$ cat config.mk
export PLATFORM = sky130hd
export DESIGN_NAME = sdc_cmd_engine
export DESIGN_NICKNAME = d
export VERILOG_FILES = /design/src/rtl/sdc_pkg.sv /design/src/rtl/sdc_frame_tx.sv /design/src/rtl/sdc_resp_rx.sv /design/src/rtl/sdc_timer.sv /design/src/rtl/sdc_cmd_engine.sv
export SDC_FILE = /design/constraint.sdc
export NUM_CORES = 1
export LEC_CHECK = 0
export BUFFER_PORTS_ARGS = -buffer_cell sky130_fd_sc_hd__buf_2
export CORE_MARGIN = 2
export CORE_UTILIZATION = 35
export DETAILED_ROUTE_END_ITERATION = 16
export SLEW_MARGIN = 20
export SYNTH_ARGS = -nofsm -noshare
export SYNTH_HDL_FRONTEND = slang
export SYNTH_SLANG_ARGS = --single-unit
$ cat constraint.sdc
create_clock -name clk -period 3.47 [get_ports clk]
set_clock_uncertainty 0.2 [all_clocks]
set_input_delay 0.694 -clock clk [delete_from_list [all_inputs] [get_ports clk]]
set_output_delay 0.694 -clock clk [all_outputs]
set_load 0.01 [all_outputs]
$ cat src/rtl/sdc_pkg.sv
// Shared constants, state type and CRC7 function of the SD command engine.
// Assumes a fixed 8-word register window of 32-bit registers.
package sdc_pkg;
    localparam int REG_W     = 32;
    localparam int ADDR_W    = 3;
    localparam int FRAME_W   = 48;
    localparam int LONG_W    = 136;
    localparam int CRC_W     = 7;
    localparam int IDX_W     = 6;
    localparam int STS_W     = 11;
    localparam int KEEP_W    = 14;
    localparam int RSP_WORDS = 4;
    localparam int MSG_W     = FRAME_W - CRC_W - 1;

    localparam logic [ADDR_W-1:0] A_CMD  = 3'd0;
    localparam logic [ADDR_W-1:0] A_ARG  = 3'd1;
    localparam logic [ADDR_W-1:0] A_TOUT = 3'd2;
    localparam logic [ADDR_W-1:0] A_STS  = 3'd3;

    // command word bit positions
    localparam int CB_NEW   = 15;
    localparam int CB_FAIL  = 14;
    localparam int CB_BUSY  = 11;
    localparam int CB_NORSP = 10;
    localparam int CB_LONG  = 9;

    // status bit positions
    localparam int SB_BUSYDONE = 10;
    localparam int SB_RWTO     = 7;
    localparam int SB_CMDTO    = 6;
    localparam int SB_CRC7     = 4;

    typedef enum logic [2:0] {
        ST_IDLE, ST_SEND, ST_WAIT, ST_RECV, ST_BUSY
    } eng_state_t;

    // Serial CRC7 (x^7+x^3+1) over a message, MSB first.
    function automatic logic [CRC_W-1:0] crc7_calc(input logic [MSG_W-1:0] msg);
        logic [CRC_W-1:0] c;
        logic fb;
        c = '0;
        for (int i = MSG_W - 1; i >= 0; i--) begin
            fb = c[CRC_W-1] ^ msg[i];
            c  = {c[CRC_W-2:0], 1'b0};
            if (fb) c = c ^ 7'h09;
        end
        return c;
    endfunction
endpackage

$ cat src/rtl/sdc_frame_tx.sv
// Command frame serializer: loads a frame and shifts it out MSB first,
// one bit per bit_tick. Assumes no load while a frame is in flight.
module sdc_frame_tx #(
    parameter int FRAME_W = 48
) (
    input  logic               clk,
    input  logic               rst_n,
    input  logic               bit_tick,
    input  logic               load,
    input  logic [FRAME_W-1:0] frame,
    output logic               line_out,
    output logic               line_oe,
    output logic               done
);
    localparam int CNT_W = $clog2(FRAME_W + 1);

    logic [FRAME_W-1:0] sh_q;
    logic [CNT_W-1:0]   left_q;

    // Shift register and count of bits still to send.
    always_ff @(posedge clk) begin
        if (!rst_n) begin
            sh_q   <= '0;
            left_q <= '0;
        end else if (load) begin
            sh_q   <= frame;
            left_q <= CNT_W'(FRAME_W);
        end else if (left_q != '0 && bit_tick) begin
            sh_q   <= {sh_q[FRAME_W-2:0], 1'b1};
            left_q <= left_q - 1'b1;
        end
    end

    assign line_oe  = (left_q != '0);
    assign line_out = line_oe ? sh_q[FRAME_W-1] : 1'b1;
    assign done     = bit_tick && (left_q == CNT_W'(1));
endmodule

$ cat src/rtl/sdc_resp_rx.sv
// Reply receiver: while armed, waits for a 0 on the line at a tick, then
// gathers a short or long reply. The reply ends right-aligned in `bits`, and
// `done` pulses one cycle after the last bit. Assumes long_sel is stable.
module sdc_resp_rx #(
    parameter int SHORT_W = 48,
    parameter int LONG_W  = 136
) (
    input  logic              clk,
    input  logic              rst_n,
    input  logic              bit_tick,
    input  logic              arm,
    input  logic              long_sel,
    input  logic              line_in,
    output logic              started,
    output logic              done,
    output logic [LONG_W-1:0] bits
);
    localparam int CNT_W = $clog2(LONG_W + 1);

    logic             active_q;
    logic             done_q;
    logic [CNT_W-1:0] cnt_q;
    logic [CNT_W-1:0] target;

    assign target  = long_sel ? CNT_W'(LONG_W) : CNT_W'(SHORT_W);
    assign started = arm && !active_q && bit_tick && !line_in;
    assign done    = done_q;

    // Capture of the start bit and the following reply bits.
    always_ff @(posedge clk) begin
        if (!rst_n) begin
            active_q <= 1'b0;
            done_q   <= 1'b0;
            cnt_q    <= '0;
            bits     <= '0;
        end else begin
            done_q <= 1'b0;
            if (started) begin
                active_q <= 1'b1;
                cnt_q    <= CNT_W'(1);
                bits     <= '0;
            end else if (active_q && bit_tick) begin
                bits  <= {bits[LONG_W-2:0], line_in};
                cnt_q <= cnt_q + 1'b1;
                if (cnt_q == target - 1'b1) begin
                    active_q <= 1'b0;
                    done_q   <= 1'b1;
                end
            end
        end
    end
endmodule

$ cat src/rtl/sdc_timer.sv
// Countdown for reply and busy waits: loads a start value, steps down on
// request, and flags the step that exhausts it (start value 0 or 1 expires
// on the first step).
module sdc_timer #(
    parameter int W = 32
) (
    input  logic         clk,
    input  logic         rst_n,
    input  logic         load,
    input  logic [W-1:0] start_val,
    input  logic         step,
    output logic         last
);
    logic [W-1:0] cnt_q;

    assign last = (cnt_q <= W'(1));

    // Remaining step count.
    always_ff @(posedge clk) begin
        if (!rst_n)                   cnt_q <= '0;
        else if (load)                cnt_q <= start_val;
        else if (step && cnt_q != '0) cnt_q <= cnt_q - 1'b1;
    end
endmodule

$ cat src/rtl/sdc_cmd_engine.sv
// SD command issue and response engine. Holds the register window, builds
// the command frame with its CRC7, sequences send, reply wait, reply capture
// and busy wait, and records completion and error causes.
// Assumes bit_tick is a single-cycle pulse and software waits for the
// launch flag to clear before launching again.
module sdc_cmd_engine
    import sdc_pkg::*;
#(
    parameter logic [REG_W-1:0] TOUT_RESET = 32'd256
) (
    input  logic              clk,
    input  logic              rst_n,
    input  logic              bit_tick,
    input  logic              wr_en,
    input  logic [ADDR_W-1:0] wr_addr,
    input  logic [REG_W-1:0]  wr_data,
    input  logic [ADDR_W-1:0] rd_addr,
    output logic [REG_W-1:0]  rd_data,
    output logic              cmd_out,
    output logic              cmd_oe,
    input  logic              cmd_in,
    input  logic              dat0_in
);
    eng_state_t                       state_q, state_d;
    logic [REG_W-1:0]                 arg_q, tout_q;
    logic [KEEP_W-1:0]                cmd_q;
    logic                             new_q, fail_q;
    logic [STS_W-1:0]                 sts_q, sts_set, sts_clr;
    logic [RSP_WORDS-1:0][REG_W-1:0]  rsp_q;

    logic             cmd_wr, launch, reject, combo;
    logic [MSG_W-1:0] msg;
    logic [FRAME_W-1:0] frame;
    logic             tx_done, rx_start, rx_done, crc_ok;
    logic [LONG_W-1:0] rx_bits;
    logic [FRAME_W-1:0] short_frame;
    logic             fin, fin_err, tmr_load, tmr_step, tmr_last;
    logic             short_store, long_store;

    // Decode of command writes, launch and refusal.
    assign cmd_wr = wr_en && (wr_addr == A_CMD) && !new_q;
    assign combo  = wr_data[CB_LONG] && wr_data[CB_BUSY];
    assign launch = cmd_wr && wr_data[CB_NEW] && !combo;
    assign reject = cmd_wr && wr_data[CB_NEW] && combo;

    assign msg   = {1'b0, 1'b1, wr_data[IDX_W-1:0], arg_q};
    assign frame = {msg, crc7_calc(msg), 1'b1};

    sdc_frame_tx #(.FRAME_W(FRAME_W)) u_tx (
        .clk(clk), .rst_n(rst_n), .bit_tick(bit_tick), .load(launch),
        .frame(frame), .line_out(cmd_out), .line_oe(cmd_oe), .done(tx_done)
    );

    sdc_resp_rx #(.SHORT_W(FRAME_W), .LONG_W(LONG_W)) u_rx (
        .clk(clk), .rst_n(rst_n), .bit_tick(bit_tick),
        .arm(state_q == ST_WAIT), .long_sel(cmd_q[CB_LONG]), .line_in(cmd_in),
        .started(rx_start), .done(rx_done), .bits(rx_bits)
    );

    sdc_timer #(.W(REG_W)) u_tmr (
        .clk(clk), .rst_n(rst_n), .load(tmr_load), .start_val(tout_q),
        .step(tmr_step), .last(tmr_last)
    );

    assign short_frame = rx_bits[FRAME_W-1:0];
    assign crc_ok = (crc7_calc(short_frame[FRAME_W-1:CRC_W+1]) == short_frame[CRC_W:1]);

    // Sequencer: next state, completion and status causes.
    always_comb begin
        state_d     = state_q;
        fin         = 1'b0;
        fin_err     = 1'b0;
        sts_set     = '0;
        tmr_load    = 1'b0;
        tmr_step    = 1'b0;
        short_store = 1'b0;
        long_store  = 1'b0;
        unique case (state_q)
            ST_IDLE: if (launch) state_d = ST_SEND;
            ST_SEND: if (tx_done) begin
                if (cmd_q[CB_NORSP]) begin
                    state_d = ST_IDLE;
                    fin     = 1'b1;
                end else begin
                    state_d  = ST_WAIT;
                    tmr_load = 1'b1;
                end
            end
            ST_WAIT: begin
                if (rx_start) begin
                    state_d = ST_RECV;
                end else if (bit_tick) begin
                    tmr_step = 1'b1;
                    if (tmr_last) begin
                        state_d            = ST_IDLE;
                        fin                = 1'b1;
                        fin_err            = 1'b1;
                        sts_set[SB_CMDTO]  = 1'b1;
                    end
                end
            end
            ST_RECV: if (rx_done) begin
                if (cmd_q[CB_LONG]) begin
                    long_store = 1'b1;
                    state_d    = ST_IDLE;
                    fin        = 1'b1;
                end else begin
                    short_store = 1'b1;
                    if (!crc_ok) begin
                        state_d          = ST_IDLE;
                        fin              = 1'b1;
                        fin_err          = 1'b1;
                        sts_set[SB_CRC7] = 1'b1;
                    end else if (cmd_q[CB_BUSY]) begin
                        state_d  = ST_BUSY;
                        tmr_load = 1'b1;
                    end else begin
                        state_d = ST_IDLE;
                        fin     = 1'b1;
                    end
                end
            end
            ST_BUSY: if (bit_tick) begin
                if (dat0_in) begin
                    state_d              = ST_IDLE;
                    fin                  = 1'b1;
                    sts_set[SB_BUSYDONE] = 1'b1;
                end else begin
                    tmr_step = 1'b1;
                    if (tmr_last) begin
                        state_d          = ST_IDLE;
                        fin              = 1'b1;
                        fin_err          = 1'b1;
                        sts_set[SB_RWTO] = 1'b1;
                    end
                end
            end
            default: state_d = ST_IDLE;
        endcase
    end

    assign sts_clr = (wr_en && wr_addr == A_STS) ? wr_data[STS_W-1:0] : '0;

    // State, command word flags and status register.
    always_ff @(posedge clk) begin
        if (!rst_n) begin
            state_q <= ST_IDLE;
            cmd_q   <= '0;
            new_q   <= 1'b0;
            fail_q  <= 1'b0;
            sts_q   <= '0;
        end else begin
            state_q <= state_d;
            sts_q   <= (sts_q & ~sts_clr) | sts_set;
            if (cmd_wr) cmd_q <= wr_data[KEEP_W-1:0];
            if (launch) begin
                new_q  <= 1'b1;
                fail_q <= 1'b0;
            end else if (reject) begin
                fail_q <= 1'b1;
            end else if (fin) begin
                new_q  <= 1'b0;
                fail_q <= fin_err;
            end
        end
    end

    // Argument and timeout registers.
    always_ff @(posedge clk) begin
        if (!rst_n) begin
            arg_q  <= '0;
            tout_q <= TOUT_RESET;
        end else if (wr_en) begin
            if (wr_addr == A_ARG)  arg_q  <= wr_data;
            if (wr_addr == A_TOUT) tout_q <= wr_data;
        end
    end

    // Response words: long replies fill all, short replies only word 0.
    for (genvar w = 0; w < RSP_WORDS; w++) begin : g_rsp
        if (w == 0) begin : g_first
            always_ff @(posedge clk) begin
                if (!rst_n)          rsp_q[w] <= '0;
                else if (long_store) rsp_q[w] <= rx_bits[w*REG_W +: REG_W];
                else if (short_store) rsp_q[w] <= short_frame[CRC_W+1 +: REG_W];
            end
        end else begin : g_rest
            always_ff @(posedge clk) begin
                if (!rst_n)          rsp_q[w] <= '0;
                else if (long_store) rsp_q[w] <= rx_bits[w*REG_W +: REG_W];
            end
        end
    end

    // Register read multiplexer.
    always_comb begin
        case (rd_addr)
            A_CMD:   rd_data = {16'h0, new_q, fail_q, cmd_q};
            A_ARG:   rd_data = arg_q;
            A_TOUT:  rd_data = tout_q;
            A_STS:   rd_data = {{(REG_W-STS_W){1'b0}}, sts_q};
            default: rd_data = rsp_q[rd_addr[1:0]];
        endcase
    end
endmodule

# Yosys cells after proc, flatten, opt, wreduce, memory -nomap -nowiden
# Index checks and enable logic that the tools add are counted.
# word_totals
reg_bits	446
latch_bits	0
ram_bits	0
rom_bits	0
in_bits	44
out_inout_bits	34
n_memories	0
# op_classes
n_addsub	4
n_mul	0
div	0
order_cmp	2
n_eq_ne	19
n_shift	0
muxes	158
n_bitwise	157
reduce_logical	38
# op_table
op	count
4-bit 2-to-1 mux	78
32-bit 2-to-1 mux	5
2-bit NOT	76
32-bit case mux with 4 select lines	1
47-bit 2-to-1 mux	2
1-bit XOR	70
32-bit binary-select mux with 2-bit select	1
1-bit 2-to-1 mux	50
3-bit 2-to-1 mux	11
32-bit by 1-bit less-or-equal comparator with 1-bit output (second input constant)	1
32-bit nonzero test	1
32-bit by 1-bit subtractor with 32-bit output (second input constant)	1
3-bit by 2-bit equality test with 1-bit output (second input constant)	6
3-bit case mux with 5 select lines	1
1-bit logical AND	14
2-bit nonzero test	7
6-bit 2-to-1 mux	2
11-bit bitwise AND	1
11-bit 2-to-1 mux	1
11-bit NOT	1
11-bit OR	1
3-bit by 1-bit equality test with 1-bit output (second input constant)	3
3-bit zero test	3
8-bit by 1-bit adder with 8-bit output (second input constant)	1
other kinds (23)	40

# Depth between registers and ports, before layout
# depth
word_depth	87
mapped_depth	11
ltp_nobuf	10

# Hierarchy
# Synthesis repeated with hierarchy kept, for this count alone.
# unflattened
cells_unflattened	2520
area_unflattened_um2	21775.9
# modules_own_cells
module	n_inst	cells_per_inst	area_each_um2	seq_area_each_um2
sdc_cmd_engine	1	1313	11917.7	4444.3
sdc_resp_rx	1	642	5152.4	2922.8
sdc_frame_tx	1	321	2760.1	1081.0
sdc_timer	1	244	1945.6	640.6

# Worst setup path before layout
# No wires, ideal clock.
# synth_path
path_kind	input port to output port
from	in rd_addr[0]
to	out rd_data[16]
t_arrival_ps	2701
required_ps	2576
path_slack_ps	-125
stages	6
path_cell_list	clkbuf_1 > clkbuf_1 > clkbuf_1 > mux4_2 > nand2_1 > o21ai_0
# synth_between
elab_chain_len	3
# synth_lines
element	line_no	source
start: declaration	sdc_cmd_engine.sv:17	input logic [ADDR_W-1:0] rd_addr,
32-bit binary-select mux with 2-bit select	sdc_cmd_engine.sv:202	default: rd_data = rsp_q[rd_addr[1:0]];
32-bit 2-to-1 mux (not written as such)	sdc_cmd_engine.sv:202	
32-bit case mux with 4 select lines (*)	sdc_cmd_engine.sv:197	case (rd_addr)
end: declaration	sdc_cmd_engine.sv:18	output logic [REG_W-1:0] rd_data,
# Mark *: on every way between the ends. The rest lies on a longest branch, timed or not. The select of a mux whose other input is x is not followed.

# Final worst setup path
# layout_path
from	reg u_rx.bits[43]
to	reg u_tmr.cnt_q[24]
# layout_between
elab_chain_len	38
# layout_lines
element	line_no	source
start: declaration	sdc_resp_rx.sv:16	output logic [LONG_W-1:0] bits
start signal: assignment	sdc_resp_rx.sv:43	bits <= {bits[LONG_W-2:0], line_in};
1-bit XOR (*)	sdc_pkg.sv:43	fb = c[CRC_W-1] ^ msg[i];
4-bit 2-to-1 mux (*)	sdc_pkg.sv:45	if (fb) c = c ^ 7'h09;
4-bit 2-to-1 mux or 1-bit XOR (tied branches)	sdc_pkg.sv:45, sdc_pkg.sv:43	
4-bit 2-to-1 mux	sdc_pkg.sv:45	
2-bit NOT (no line) or 4-bit 2-to-1 mux (tied branches)	n/a	
4-bit 2-to-1 mux	sdc_pkg.sv:45	
1-bit XOR or 2-bit NOT (tied branches)	n/a	
4-bit 2-to-1 mux	sdc_pkg.sv:45	
[... 22 more ...]	n/a	
1-bit XOR or 2-bit NOT (tied branches)	n/a	
4-bit 2-to-1 mux	sdc_pkg.sv:45	
7-bit equality test (*)	sdc_cmd_engine.sv:66	assign crc_ok = (crc7_calc(short_frame[FRAME_W-1:CRC_W+1]) == short_frame[CRC_W:1]);
1-bit 2-to-1 mux (*)	sdc_cmd_engine.sv:109	if (!crc_ok) begin
1-bit 2-to-1 mux (*)	sdc_cmd_engine.sv:103	if (cmd_q[CB_LONG]) begin
1-bit 2-to-1 mux (*)	sdc_cmd_engine.sv:102	ST_RECV: if (rx_done) begin
1-bit case mux with 2 select lines (*)	sdc_cmd_engine.sv:78	unique case (state_q)
32-bit 2-to-1 mux or 2-bit nonzero test (tied branches)	n/a	
end signal: assignment	sdc_timer.sv:21	else if (load) cnt_q <= start_val;
end signal: assignment	sdc_timer.sv:22	else if (step && cnt_q != '0) cnt_q <= cnt_q - 1'b1;
end: declaration	sdc_timer.sv:14	logic [W-1:0] cnt_q;
# Mark *: on every way between the ends. The rest lies on a longest branch, timed or not.
# A chain may end at the register's enable or synchronous reset.

==> flow_metrics.tcl <==
set metrics [dict create \
    coreArea_um2 57700 \
    dpl_worst_slack_ns -0.0962 \
    grt.overflow.total 0 \
    initialDrtViolationCount 1348 \
    hold_depth 2 \
    finalCritPeriodShare 0.988 \
    r2r_slack_ns 0.04 \
    setup_ws_ns 0.0411 \
    leakage_nw 8.22 \
    finalMaxSlewViolations 0 \
    routed_wl_um 60500 \
    clkSinkCount 446 \
    setup-violations-final 0 \
    antennaDiodeCount 0 \
    cts_buffer_depth 3 \
    start_util 0.354 \
    die_area_um2 60300 \
    cp-end-kind "register" \
    nets 2536 \
    synth_fp_nets 2492 \
    synth_edf_count 0 \
    vias 17300 \
    grt_pass1_wl_um 93400 \
    clkSlewWorstSetupHoldPaths_ns 0.06 \
    viasPerCell 5.27 \
    worst_slew_pin_slew_ns 1.11 \
    ctsHtreeMaxLevel 2 \
    postRouteAntennaNets 0 \
    final_cell_mix "nand2_1, dfxtp_1, a21oi_1" \
    rr_endpoint "u_tmr.cnt_q[24]" \
    peakVddDrop_mv 0.355 \
    netlist_area_um2 20400 \
    cts_tree "yes" \
    ys_types 59 \
    cp_max_fo 5 \
    drive_above_1_share 0.157 \
    die_w_um 246 \
    final_common_cell "nand2_1" \
    place_congestion 0.864 \
    power_density_nw_per_um2 495 \
    finalPower_mw 11.8 \
    whs_ns 0.143 \
    antenna_found_initial 1 \
    synth_top_area_cell "dfxtp_1" \
    fp.dieH_um 246 \
    drtPass1Iterations 5 \
    required_ns 3.79 \
    ys_warn_count 0 \
    clock_latency_ns 0.59 \
    cts_buffers 47 \
    critPathCapture "u_tmr.cnt_q[24]" \
    worstSetupStartpoint "u_rx.bits[43]" \
    synthDominantCellAreaShare 0.437 \
    syn2layout_area_growth_pct 17.0 \
    synth_ff_type "dfxtp_1" \
    grt_max_degree 132 \
    maxCapViolations 0 \
    placedCellCount 3196 \
    hpwl_um 41800 \
    track_usage 0.196 \
    arrival_ns 3.75 \
    relSlewSlack 0.261 \
    cts-root-buf "clkbuf_16" \
    seq_area_um2 8940 \
    synth-seq-area-share 0.437 \
    grt_pass1_vias 16300 \
    async_flop_share 0 \
    worst_r2r_path_depth 12 \
    worstSetupPathType "register to register" \
    outcome "finished clean" \
    drc 0 \
    stdcell_count 3286 \
    period_minus_slack_ns 3.43 \
    netlist_top_cells_area "dfxtp_1, nand2_1, a21oi_1" \
    syn_area_per_cell_um2 8.36 \
    cp-start-kind "register" \
    hold_viol 0 \
    fmaxAchievable_mhz 292 \
    multi_input_area_um2 10900 \
    boundaryPins 78 \
    rsz0062_at_grt "true" \
    routedWlPerCell_um 18.4 \
    io_buffers 77 \
    synth_seq_cells 446 \
    nFillCells 5754 \
    r2r_start "u_rx.bits[43]" \
    worstHoldPathType "input port to register" \
    num_rows 88 \
    netlist_instances 2443 \
]
## flip-flops by register name, indices dropped and copies added, names as in the netlist
signal         flops
u_tx.sh_q         48
tout_q            32
rsp_q            128
u_rx.active_q      1
sts_q             11
state_q            3
u_rx.bits        128
u_rx.cnt_q         8
fail_q             1
u_tmr.cnt_q       32
cmd_q             14
u_rx.done          1
new_q              1
arg_q             32
u_tx.left_q        6
## Yosys cell counts, types with 3 or more instances
cell type	count
o21ai_0	23
a41oi_1	3
and2_1	5
nor2b_1	6
a21oi_1	364
dfxtp_1	446
buf_1	27
xnor2_1	115
mux4_2	43
ha_1	5
nor4_1	11
a211oi_2	20
xnor3_1	14
xnor2_2	4
nor2_1	110
nand2_1	753
or2_2	5
a211oi_1	44
a311oi_1	43
o211a_1	6
a31oi_1	6
or4_1	6
xor2_1	38
and3_1	4
xor3_1	5
clkbuf_1	163
nor3_1	21
mux2i_1	39
mux2_2	11
nand3_1	22
buf_2	6
a22oi_1	18
inv_1	13
or3_1	4
nand2b_1	8
## cell type report
class / count / share of cell area
flip-flops and latches: 446 / 0.374
well taps: 765 / 0.0400
multi-input cells: 1785 / 0.455
clock inverters: 12 / 0.00602
inverters: 13 / 0.00236
repair buffers: 194 / 0.0634
clock buffers: 71 / 0.0589
## stage by stage
| step | area, µm² | TNS (ns) | utilization |
|---|---|---|---|
| 6_report | 23900 | 0 | 0.414 |
| 2_1_floorplan | 20400 | 0 | - |
| 3_3_place_gp | 22100 | -0.236 | 0.383 |
| 4_1_cts | 23700 | 0 | 0.411 |
| 5_1_grt | 23900 | -1.34 | 0.414 |
| 3_5_place_dp | 22100 | -0.655 | 0.383 |
## routing by layer
metal | up-vias | part of all wire | track usage | routed length [µm]
met5 | - | 0 | 0 | 0
met4 | 0 | 0.018 | 0.0487 | 1090
met3 | 78 | 0.049 | 0.0247 | 2950
met2 | 413 | 0.47 | 0.321 | 28200
met1 | 8435 | 0.47 | 0.272 | 28200
li1 | 8382 | - | - | -
## where the power goes
| group | switching (mW) | leakage (nW) | internal (mW) | total (mW) |
|---|---|---|---|---|
| clock | 2.10 | 0.766 | 3.02 | 5.12 |
| combinational | 0.884 | 3.85 | 0.519 | 1.40 |
| sequential | 0.0916 | 3.60 | 5.21 | 5.30 |
| total | 3.08 | 8.22 | 8.74 | 11.8 |
## critical path: stages (launching register included)
cell,delay (ns)
dfxtp_2,0.32
buf_6,0.12
xnor2_2,0.11
xnor3_2,0.47
xor3_2,0.47
xnor2_2,0.16
xnor3_1,0.43
a211oi_2,0.06
buf_4,0.15
o221a_4,0.25
buf_4,0.14
or3_1,0.33
a31oi_1,0.14
## worst min-delay path by stage
stage | from | endpoint | slack (ns)
floorplan | sts_q[0] | sts_q[0] | 0.21
global placement | sts_q[1] | sts_q[1] | 0.21
detailed placement | sts_q[9] | sts_q[9] | 0.22
CTS | wr_data[8] | sts_q[8] | 0.12
global route | wr_data[8] | sts_q[8] | 0.14
finish | wr_data[8] | sts_q[8] | 0.14
## cell families after synthesis
family / Yosys count / synth area share
DFF: 446 / 0.437
adders and majority gates: 5 / 0.00306
AOI/OAI and AO/OA: 540 / 0.162
buffers and inverters: 212 / 0.0403
muxes: 93 / 0.0726
and+or+nand+nor: 967 / 0.190
xor gates and xnor gates: 180 / 0.0951
## repair_timing
action,CTS,global route
setup endpoints to repair,28,32
hold buffers,0,0
resized for setup,4,27
pin swaps,4,10
buffers inserted,1,4
cloned,0,2
Power figures use the tool's default switching activity.
